File: src/rtl/lrc_pkg.sv
package lrc_pkg;
  // register addresses
  localparam int unsigned ADDR_CTRL = 0;
  localparam int unsigned ADDR_STAT = 1;
  // control register fields
  localparam int unsigned CTRL_RDY_BIT = 0;
  // status register fields
  localparam int unsigned STAT_NODE_BIT = 0;
  localparam int unsigned STAT_ERR_IN_BIT = 1;
  localparam int unsigned STAT_ERR_OUT_BIT = 2;
  localparam int unsigned STAT_STABLE_BIT = 3;
  localparam int unsigned NUM_DIRS = 2;
endpackage

File: src/rtl/lrc_sync2.sv
module lrc_sync2 #(
  parameter logic RESET_VAL = 1'b0
) (
  input  logic clk,
  input  logic arst_n,
  input  logic d_i,
  output logic q_o
);
  logic [1:0] stg_q;
  logic [1:0] stg_d;

  always_comb begin
    stg_d = {stg_q[0], d_i};
  end

  always_ff @(posedge clk or negedge arst_n) begin
    if (!arst_n) stg_q <= {2{RESET_VAL}};
    else         stg_q <= stg_d;
  end

  assign q_o = stg_q[1];
endmodule

File: src/rtl/lrc_err_flag.sv
module lrc_err_flag (
  input  logic clk,
  input  logic set_i,
  input  logic clr_i,
  output logic flag_o
);
  logic flag_q;
  logic flag_d;

  // set has priority over clear; no reset so the flag survives it
  always_comb begin
    flag_d = flag_q;
    if (clr_i) flag_d = 1'b0;
    if (set_i) flag_d = 1'b1;
  end

  always_ff @(posedge clk) begin
    flag_q <= flag_d;
  end

  assign flag_o = flag_q;
endmodule

File: src/rtl/lrc_stab_timer.sv
module lrc_stab_timer #(
  parameter int unsigned CYCLES = 50_000_000,
  parameter bit          ENABLE = 1'b1
) (
  input  logic clk,
  input  logic rst_n,
  input  logic arm_i,
  output logic stable_o
);
  localparam int unsigned LIMIT_INT = ENABLE ? CYCLES : 0;
  localparam int unsigned CW = (CYCLES < 1) ? 1 : $clog2(CYCLES + 1);
  localparam logic [CW-1:0] LIMIT = CW'(LIMIT_INT);

  logic [CW-1:0] cnt_q;
  logic [CW-1:0] cnt_d;
  logic          cnt_en;

  always_comb begin
    cnt_en = !arm_i || (cnt_q != LIMIT);
    cnt_d  = arm_i ? (cnt_q + 1'b1) : '0;
  end

  always_ff @(posedge clk or negedge rst_n) begin
    if (!rst_n)      cnt_q <= '0;
    else if (cnt_en) cnt_q <= cnt_d;
  end

  assign stable_o = arm_i && (cnt_q == LIMIT);
endmodule

File: src/rtl/lrc_ready_ctrl.sv
module lrc_ready_ctrl
  import lrc_pkg::*;
#(
  parameter int unsigned DW          = 8,
  parameter int unsigned AW          = 2,
  parameter int unsigned STAB_CYCLES = 50_000_000,
  parameter bit          STAB_EN     = 1'b1
) (
  input  logic          clk,
  input  logic          rst_n,
  input  logic [AW-1:0] reg_addr,
  input  logic          reg_wr_en,
  input  logic [DW-1:0] reg_wr_data,
  output logic [DW-1:0] reg_rd_data,
  input  logic          node_ready_i,
  output logic          host_ready_o,
  input  logic          host_bit_avail_i,
  input  logic          node_bit_req_i,
  output logic          host_bit_avail_o,
  output logic          node_bit_req_o
);
  logic                rst_int_n;
  logic                node_rdy_s;
  logic                loc_rdy_q;
  logic                loc_rdy_d;
  logic                ctrl_wr;
  logic                stat_wr;
  logic                link_down;
  logic                stable;
  logic [NUM_DIRS-1:0] clr_vec;
  logic [NUM_DIRS-1:0] err_vec;
  logic                unused_wdata;

  // reset: asserted asynchronously, released on the clock
  lrc_sync2 #(.RESET_VAL(1'b0)) u_rst_sync (
    .clk(clk), .arst_n(rst_n), .d_i(1'b1), .q_o(rst_int_n)
  );

  lrc_sync2 #(.RESET_VAL(1'b0)) u_node_sync (
    .clk(clk), .arst_n(rst_int_n), .d_i(node_ready_i), .q_o(node_rdy_s)
  );

  assign ctrl_wr = reg_wr_en && (reg_addr == AW'(ADDR_CTRL));
  assign stat_wr = reg_wr_en && (reg_addr == AW'(ADDR_STAT));

  always_comb begin
    loc_rdy_d = loc_rdy_q;
    if (ctrl_wr) loc_rdy_d = reg_wr_data[CTRL_RDY_BIT];
  end

  always_ff @(posedge clk or negedge rst_int_n) begin
    if (!rst_int_n) loc_rdy_q <= 1'b0;
    else            loc_rdy_q <= loc_rdy_d;
  end

  assign host_ready_o = loc_rdy_q;
  assign link_down    = !loc_rdy_q || !node_rdy_s;

  assign clr_vec[0] = stat_wr && reg_wr_data[STAT_ERR_IN_BIT];
  assign clr_vec[1] = stat_wr && reg_wr_data[STAT_ERR_OUT_BIT];

  for (genvar g = 0; g < NUM_DIRS; g++) begin : g_err
    lrc_err_flag u_flag (
      .clk(clk), .set_i(link_down), .clr_i(clr_vec[g]), .flag_o(err_vec[g])
    );
  end

  lrc_stab_timer #(.CYCLES(STAB_CYCLES), .ENABLE(STAB_EN)) u_timer (
    .clk(clk), .rst_n(rst_int_n), .arm_i(loc_rdy_q), .stable_o(stable)
  );

  assign host_bit_avail_o = host_bit_avail_i && stable;
  assign node_bit_req_o   = node_bit_req_i && stable;

  always_comb begin
    reg_rd_data = '0;
    if (reg_addr == AW'(ADDR_CTRL)) begin
      reg_rd_data[CTRL_RDY_BIT] = loc_rdy_q;
    end else if (reg_addr == AW'(ADDR_STAT)) begin
      reg_rd_data[STAT_NODE_BIT]    = node_rdy_s;
      reg_rd_data[STAT_ERR_IN_BIT]  = err_vec[0];
      reg_rd_data[STAT_ERR_OUT_BIT] = err_vec[1];
      reg_rd_data[STAT_STABLE_BIT]  = stable;
    end
  end

  assign unused_wdata = ^reg_wr_data[DW-1:3];
endmodule

File: config.mk
export PLATFORM = sky130hd
export DESIGN_NAME = lrc_ready_ctrl
export DESIGN_NICKNAME = d
export VERILOG_FILES = /design/src/rtl/lrc_pkg.sv /design/src/rtl/lrc_sync2.sv /design/src/rtl/lrc_err_flag.sv /design/src/rtl/lrc_stab_timer.sv /design/src/rtl/lrc_ready_ctrl.sv
export SDC_FILE = /design/constraint.sdc
export NUM_CORES = 1
export LEC_CHECK = 0
export ABC_CLOCK_PERIOD_IN_PS = 2850
export BUFFER_PORTS_ARGS = -buffer_cell sky130_fd_sc_hd__buf_2
export CORE_ASPECT_RATIO = 0.7
export CORE_MARGIN = 2
export CORE_UTILIZATION = 59
export DETAILED_ROUTE_END_ITERATION = 8
export PLACE_DENSITY = 0.91
export SLEW_MARGIN = 10
export SYNTH_ARGS = -nofsm -noshare
export SYNTH_HDL_FRONTEND = slang
export SYNTH_SLANG_ARGS = --single-unit
File: constraint.sdc
create_clock -name clk -period 2.85 [get_ports clk]
set_input_delay 0 -clock clk [delete_from_list [all_inputs] [get_ports clk]]
set_output_delay 0 -clock clk [all_outputs]
set_load 0.05 [all_outputs]
==> flow_summary.yaml, run 1 <==
status:
  status: "finished, final reports clean"
yosys:
  synth.yosys.seq_area_share_pct: 47.4
  ys_async_sr_fraction_pct: 93.9
  synth_enable_flop_cells: 0
  dominantRegCellSynth: "sky130_fd_sc_hd__dfrtp_1"
  ys_seq_elements: 33
  post_synth_design_cell_area_um2: 1720
  synth_top_cells_by_area: "sky130_fd_sc_hd__dfrtp_1, sky130_fd_sc_hd__and2_1, sky130_fd_sc_hd__xnor2_1"
  netlist_instances: 173
  synth_cell_types: 34
  yosys.area.top_type: "sky130_fd_sc_hd__dfrtp_1"
  synth_warnings: 0
  syn_area_per_cell_um2: 9.95
  yosysTopAreaCellShare_pct: 45.1
worst_setup_path:
  worst-setup-path-type: "register to output pin"
  regToRegSetupSlack_ps: 560
  critPathLaunch: "u_timer.cnt_q[8]"
  path_cells: "or4b_1, or4_4, nor4_4, and3_2, buf_2"
  timing.critical_path.fanout_max: 8
  worst_setup_path_endpoint: "reg_rd_data[3]"
  crit_arrival_ps: 2610
  crit_slowest_cell: "sky130_fd_sc_hd__or4b_1"
  regToRegStartpoint: "u_timer.cnt_q[8]"
  worst_setup_path_start_kind: "register"
  timing.critical_path.depth: 5
  critical_path_buf_inv_count: 1
  rr_worst_depth: 5
  ff_to_ff_end: "u_timer.cnt_q[15]"
  slowest_stage_delay_cp_ps: 530
  cp-end-kind: "output pin"
  critPathRequiredTime_ps: 2850
  critical_path.top_delay_family: "simple AND/OR/NAND/NOR gates"
cts:
  cts_max_level: 2
  worst_setup_hold_path_clk_slew_ps: 70
  clock_buffers_created_by_tritoncts: 5
  clockBufferDepth: 2
  tritoncts: "yes"
  tritoncts_num_sinks: 33
  cts.root.buffer_cell: "sky130_fd_sc_hd__clkbuf_8"
  clock_latency_ps: 280
floorplanning:
  die_x_um: 68.6
  initial_core_util_pct: 61.9
  die_footprint_um2: 3370
  rows: 16
  design.portCount: 27
  core_area_um2: 2780
  die_h_um: 49.2
timing:
  setup_tns_ps: 0
  fmaxAchievable_ghz: 0.384
  final.hold.worst_slack_ps: 24.5
  post-route-period-util_pct: 91.4
  grt_setup_unrepaired: "false"
  finalCriticalPeriod_ps: 2610
  setup_viol_count_final: 0
  max-slew-margin-rel_pct: 40.2
  finClkSkew_ps: 5.38
  timing_worst_slew_pin_value_ps: 897
  finalHoldViolations: 0
  slew_viol_final: 0
pwr:
  peak_supply_drop_uv: 440
  pwr-share-seq_pct: 49.0
  comb_power_share_pct: 10.0
  design_power_total_mw: 1.09
  power_switching_mw: 0.280
  power.switching_fraction_pct: 25.7
  power_density_nw_per_um2: 556
  total_leakage_power_nw: 0.926
  part_of_the_total_power_dissipated_in_the_clock_network_pct: 41.0
  p_int_mw: 0.811
detailed_routing:
  wl_per_cell_um: 15.5
  detail-route-antenna-nets: 0
  vias_per_cell: 5.73
  first_pass_iters: 4
  vias: 1324
  drt-total-wl_mm: 3.58
  drc_errors: 0
  violation_count_after_the_first_detailed_route_iteration: 108
placed_design:
  port_buffers: 17
  gpl.final_weighted_congestion: 0.772
  place.detailed.hpwl_mm: 2.40
  place.detailed.instances: 220
global_routing:
  gr-usage-all-layers_pct: 23.6
  gr-total-overflow: 0
  grt_max_degree: 37
  number_of_antenna_violations_at_the_first_check_in_global_routing: 0
  wire_length_of_the_first_global_routing_pass_mm: 5.87
  grt_pass1_vias: 1298
layout:
  antennaDiodeCount: 0
  final_cell_count_no_fill: 231
  layout.filler_cells: 194
  post_route_cells_drive_above_1_share_pct: 15.9
  area_growth_pct: 14.0
  nets: 212
hold_path:
  worstHoldPathType: "input port to asynchronous set/reset pin"
flow_run:
  maxCapViolCount: 0
==> logic make-up after synthesis <==
logic type	share of synthesized area, %
and+or+nand+nor	31.3
other	0.436
muxes	2.98
AOI/OAI and AO/OA	1.89
adders and majority gates	1.45
buffers and inverters	4.36
DFF	47.4
xor gates and xnor gates	10.2
==> worst min path at each step <==
| stage | to | cells after the start | slack, ps | start |
|---|---|---|---|---|
| finish | u_rst_sync.stg_q[0] | 2 | 20 | rst_n |
| detailed placement | u_rst_sync.stg_q[0] | 1 | -210 | rst_n |
| CTS | u_rst_sync.stg_q[0] | 2 | 10 | rst_n |
| global placement | u_rst_sync.stg_q[0] | 1 | -210 | rst_n |
| floorplan | u_rst_sync.stg_q[0] | 0 | -300 | rst_n |
| global route | u_rst_sync.stg_q[1] | 2 | 40 | rst_n |
==> layout by cell type, fill, tap and decap left out, types with 7 or more instances in the layout <==
| cell type | synthesis | routed |
|---|---|---|
| sky130_fd_sc_hd__nor3_1 | 9 | 9 |
| sky130_fd_sc_hd__inv_1 | 7 | 7 |
| sky130_fd_sc_hd__nand2_1 | 12 | 12 |
| sky130_fd_sc_hd__buf_2 | 0 | 17 |
| sky130_fd_sc_hd__and2_1 | 21 | 21 |
| sky130_fd_sc_hd__xnor2_1 | 10 | 10 |
| sky130_fd_sc_hd__xor2_1 | 10 | 10 |
| sky130_fd_sc_hd__dfrtp_1 | 31 | 30 |
| sky130_fd_sc_hd__nand3_1 | 11 | 11 |
| sky130_fd_sc_hd__nand4_1 | 7 | 7 |
==> sequential cells by signal, summed over array words and instances (netlist names) <==
| register | flops |
|---|---|
| u_node_sync.stg_q | 2 |
| g_err.u_flag.flag_o | 2 |
| u_rst_sync.stg_q | 2 |
| u_timer.cnt_q | 26 |
| host_ready_o | 1 |
==> power by group through the flow <==
stage                     combinational (mW)  sequential, mW  clock (mW)
after floorplan                       0.0862           0.528           0
after global placement                0.0977           0.540           0
after detailed placement               0.102           0.542           0
after CTS                              0.110           0.533       0.454
after global routing                   0.119           0.540       0.482
final                                  0.109           0.534       0.448
==> synthesized netlist by cell type (all sizes together), types with 3 or more instances <==
library cell / n
xnor2: 10
nor4: 4
dfrtp: 31
and3: 4
nand2: 12
nand4: 7
mux2i: 4
nand3: 11
nor2: 5
inv: 7
clkbuf: 5
or4: 3
nor2b: 4
buf: 4
xor2: 10
and2: 21
nor3: 9
==> layout make-up <==
type | instances | area, um^2 | area share [%]
sequential | 33 | 817 | 41.6
multi-input combinational | 127 | 842 | 42.9
clock buffer | 7 | 86.3 | 4.40
clock inverter | 1 | 30.0 | 1.53
timing repair buffer | 20 | 115 | 5.87
tap | 36 | 45.0 | 2.30
inverter | 7 | 26.3 | 1.34
==> repair_timing <==
item / 4_1_cts / 5_1_grt
hold buffers: 3 / 0
hold endpoints to repair: 4 / 0
setup buffers: 0 / 0
gates resized for setup: 0 / 0
==> layer usage <==
layer	part of all wire, %	wire length, um	vias to the layer above	global-route usage (%)
li1	-	-	623	-
met1	42	1520	643	31.0
met2	51	1810	53	37.7
met3	6.5	232	5	6.47
met4	0.56	20	0	7.00
met5	0	0	-	0
==> per-stage QoR <==
stage / area (um^2) / worst slack [ps] / utilization (%)
floorplan: 1730 / 813 / -
global route: 1960 / 101 / 70.5
detailed placement: 1810 / 605 / 65.2
CTS: 1960 / 286 / 70.5
finish: 1960 / 245 / 70.5
global placement: 1810 / 618 / 65.2
==> worst reg2reg max path, cell delays in order (launching register included) <==
cell and delay (ps):
sky130_fd_sc_hd__dfrtp_1 420, sky130_fd_sc_hd__or4b_1 530, sky130_fd_sc_hd__or4_4 440, sky130_fd_sc_hd__nor4_4 420
sky130_fd_sc_hd__nand4b_1 220, sky130_fd_sc_hd__mux2i_1 200
Note: power is estimated with default switching activity, not from simulation.
==> run 2: changes to the inputs <==
--- a/config.mk
+++ b/config.mk
@@ -7,11 +7,13 @@
 export LEC_CHECK = 0
 export ABC_CLOCK_PERIOD_IN_PS = 2850
 export BUFFER_PORTS_ARGS = -buffer_cell sky130_fd_sc_hd__buf_2
+export CELL_PAD_IN_SITES_DETAIL_PLACEMENT = 2
+export CELL_PAD_IN_SITES_GLOBAL_PLACEMENT = 2
 export CORE_ASPECT_RATIO = 0.7
 export CORE_MARGIN = 2
-export CORE_UTILIZATION = 59
+export CORE_UTILIZATION = 38
 export DETAILED_ROUTE_END_ITERATION = 8
-export PLACE_DENSITY = 0.91
+export PLACE_DENSITY = 0.92
 export SLEW_MARGIN = 10
 export SYNTH_ARGS = -nofsm -noshare
 export SYNTH_HDL_FRONTEND = slang
==> flow_summary.yaml, run 2 (same netlist as run 1, synthesis figures left out) <==
worst_setup_path:
  cp-end-kind: "output pin"
  crit_arrival_ps: 2640
  critPathRequiredTime_ps: 2850
  crit_slowest_cell: "sky130_fd_sc_hd__or4b_1"
  regToRegStartpoint: "u_timer.cnt_q[8]"
  timing.critical_path.fanout_max: 8
  worst_setup_path_start_kind: "register"
  slowest_stage_delay_cp_ps: 530
  critPathLaunch: "u_timer.cnt_q[8]"
  critical_path_buf_inv_count: 1
  critical_path.top_delay_family: "simple AND/OR/NAND/NOR gates"
  path_cells: "or4b_1, or4_4, nor4_4, and3_2, buf_2"
  worst-setup-path-type: "register to output pin"
detailed_routing:
  vias_per_cell: 5.33
  detail-route-antenna-nets: 0
  violation_count_after_the_first_detailed_route_iteration: 27
  drc_errors: 0
  first_pass_iters: 3
  drt-total-wl_mm: 4.62
  wl_per_cell_um: 18.4
  vias: 1337
floorplanning:
  die_footprint_um2: 5090
  die_h_um: 60.3
  die_x_um: 84.5
  design.portCount: 27
  core_area_um2: 4350
  rows: 20
  initial_core_util_pct: 39.5
cts:
  worst_setup_hold_path_clk_slew_ps: 70
  clock_buffers_created_by_tritoncts: 5
  tritoncts_num_sinks: 33
  tritoncts: "yes"
  cts.root.buffer_cell: "sky130_fd_sc_hd__clkbuf_8"
  cts_max_level: 2
  clockBufferDepth: 2
  clock_latency_ps: 280
pwr:
  total_leakage_power_nw: 0.913
  power_density_nw_per_um2: 507
  peak_supply_drop_uv: 274
  design_power_total_mw: 0.992
layout:
  area_growth_pct: 13.6
  layout.cells.most_common: "sky130_fd_sc_hd__dfrtp_1"
  antennaDiodeCount: 0
  largest_reg_flops: 26
  post_route_cells_drive_above_1_share_pct: 14.8
  nets: 213
  layout.cells.most_common_list: "sky130_fd_sc_hd__dfrtp_1, sky130_fd_sc_hd__and2_1, sky130_fd_sc_hd__buf_2"
  regMostFlops: "u_timer.cnt_q"
  finish.utilization_pct: 44.9
timing:
  finClkSkew_ps: 2.00
  finalHoldViolations: 0
  final.hold.worst_slack_ps: 29.3
  setup_viol_count_final: 0
  finalCriticalPeriod_ps: 2640
  setup_tns_ps: 0
  max-slew-margin-rel_pct: 35.9
  grt_setup_unrepaired: "false"
  post-route-period-util_pct: 92.5
  slew_viol_final: 0
  fmaxAchievable_ghz: 0.379
  timing_worst_slew_pin_value_ps: 961
global_routing:
  gr-total-overflow: 0
  grt_pass1_vias: 1522
  number_of_antenna_violations_at_the_first_check_in_global_routing: 0
  grt_max_degree: 37
  wire_length_of_the_first_global_routing_pass_mm: 7.72
  gr-usage-all-layers_pct: 19.7
placed_design:
  gpl.final_weighted_congestion: 0.798
  place.detailed.hpwl_mm: 3.36
  port_buffers: 17
hold_path:
  worstHoldPathType: "input port to asynchronous set/reset pin"
flow_run:
  maxCapViolCount: 0
status:
  status: "finished, final reports clean"
-- run 2: path summary, 6_finish.rpt --
| path | end | slack (ps) | cells after the start |
|---|---|---|---|
| max | node_bit_req_o | 210 | 5 |
| min | u_rst_sync.stg_q[0] | 30 | 2 |
| min reg2reg | u_node_sync.stg_q[0] | 50 | 0 |
| min in group clk | g_err[1].u_flag.flag_o | 60 | 4 |
| max in group asynchronous | u_timer.cnt_q[21] | 2200 | 1 |
| max reg2reg | u_timer.cnt_q[15] | 490 | 5 |
-- run 2: layout make-up --
class	instances	area, um^2
clock buffers	8	80.1
fillers	484	2400
inverters	7	26.3
multi-input cells	127	842
flip-flops and latches	33	816
well taps	55	68.8
repair buffers	21	123
-- run 2: power breakdown --
group / switching (mW) / leakage [nW] / internal [mW]
sequential: 0.0479 / 0.436 / 0.484
clock: 0.166 / 0.0395 / 0.174
combinational: 0.0772 / 0.438 / 0.0435
-- run 2: worst register-to-register path, cell delays in order (launching register included) --
cell	delay, ps
sky130_fd_sc_hd__dfrtp_1	420
sky130_fd_sc_hd__or4b_1	530
sky130_fd_sc_hd__or4_4	450
sky130_fd_sc_hd__nor4_4	430
sky130_fd_sc_hd__nand4b_1	210
sky130_fd_sc_hd__mux2i_1	230
-- run 2: metal layers --
layer | part of all wire [%] | vias up | track usage, %
li1 | - | 621 | -
met1 | 45 | 681 | 24.6
met2 | 50 | 24 | 34.2
met3 | 2.8 | 11 | 5.11
met4 | 2.0 | 0 | 6.80
met5 | 0 | - | 0
-- run 2: through the flow --
stage                     cells  setup WS, ps  cell area (um^2)
after floorplan             176           813              1730
after global routing        251           118              1960
after CTS                   251           214              1960
final                       251           214              1960
after global placement      240           584              1850
after detailed placement    240           551              1850
-- run 2: what timing repair did --
action                    in CTS  in global routing
buffers inserted               0                  0
resized for setup              0                  0
hold buffers                   3                  0
hold endpoints to repair       4                  0
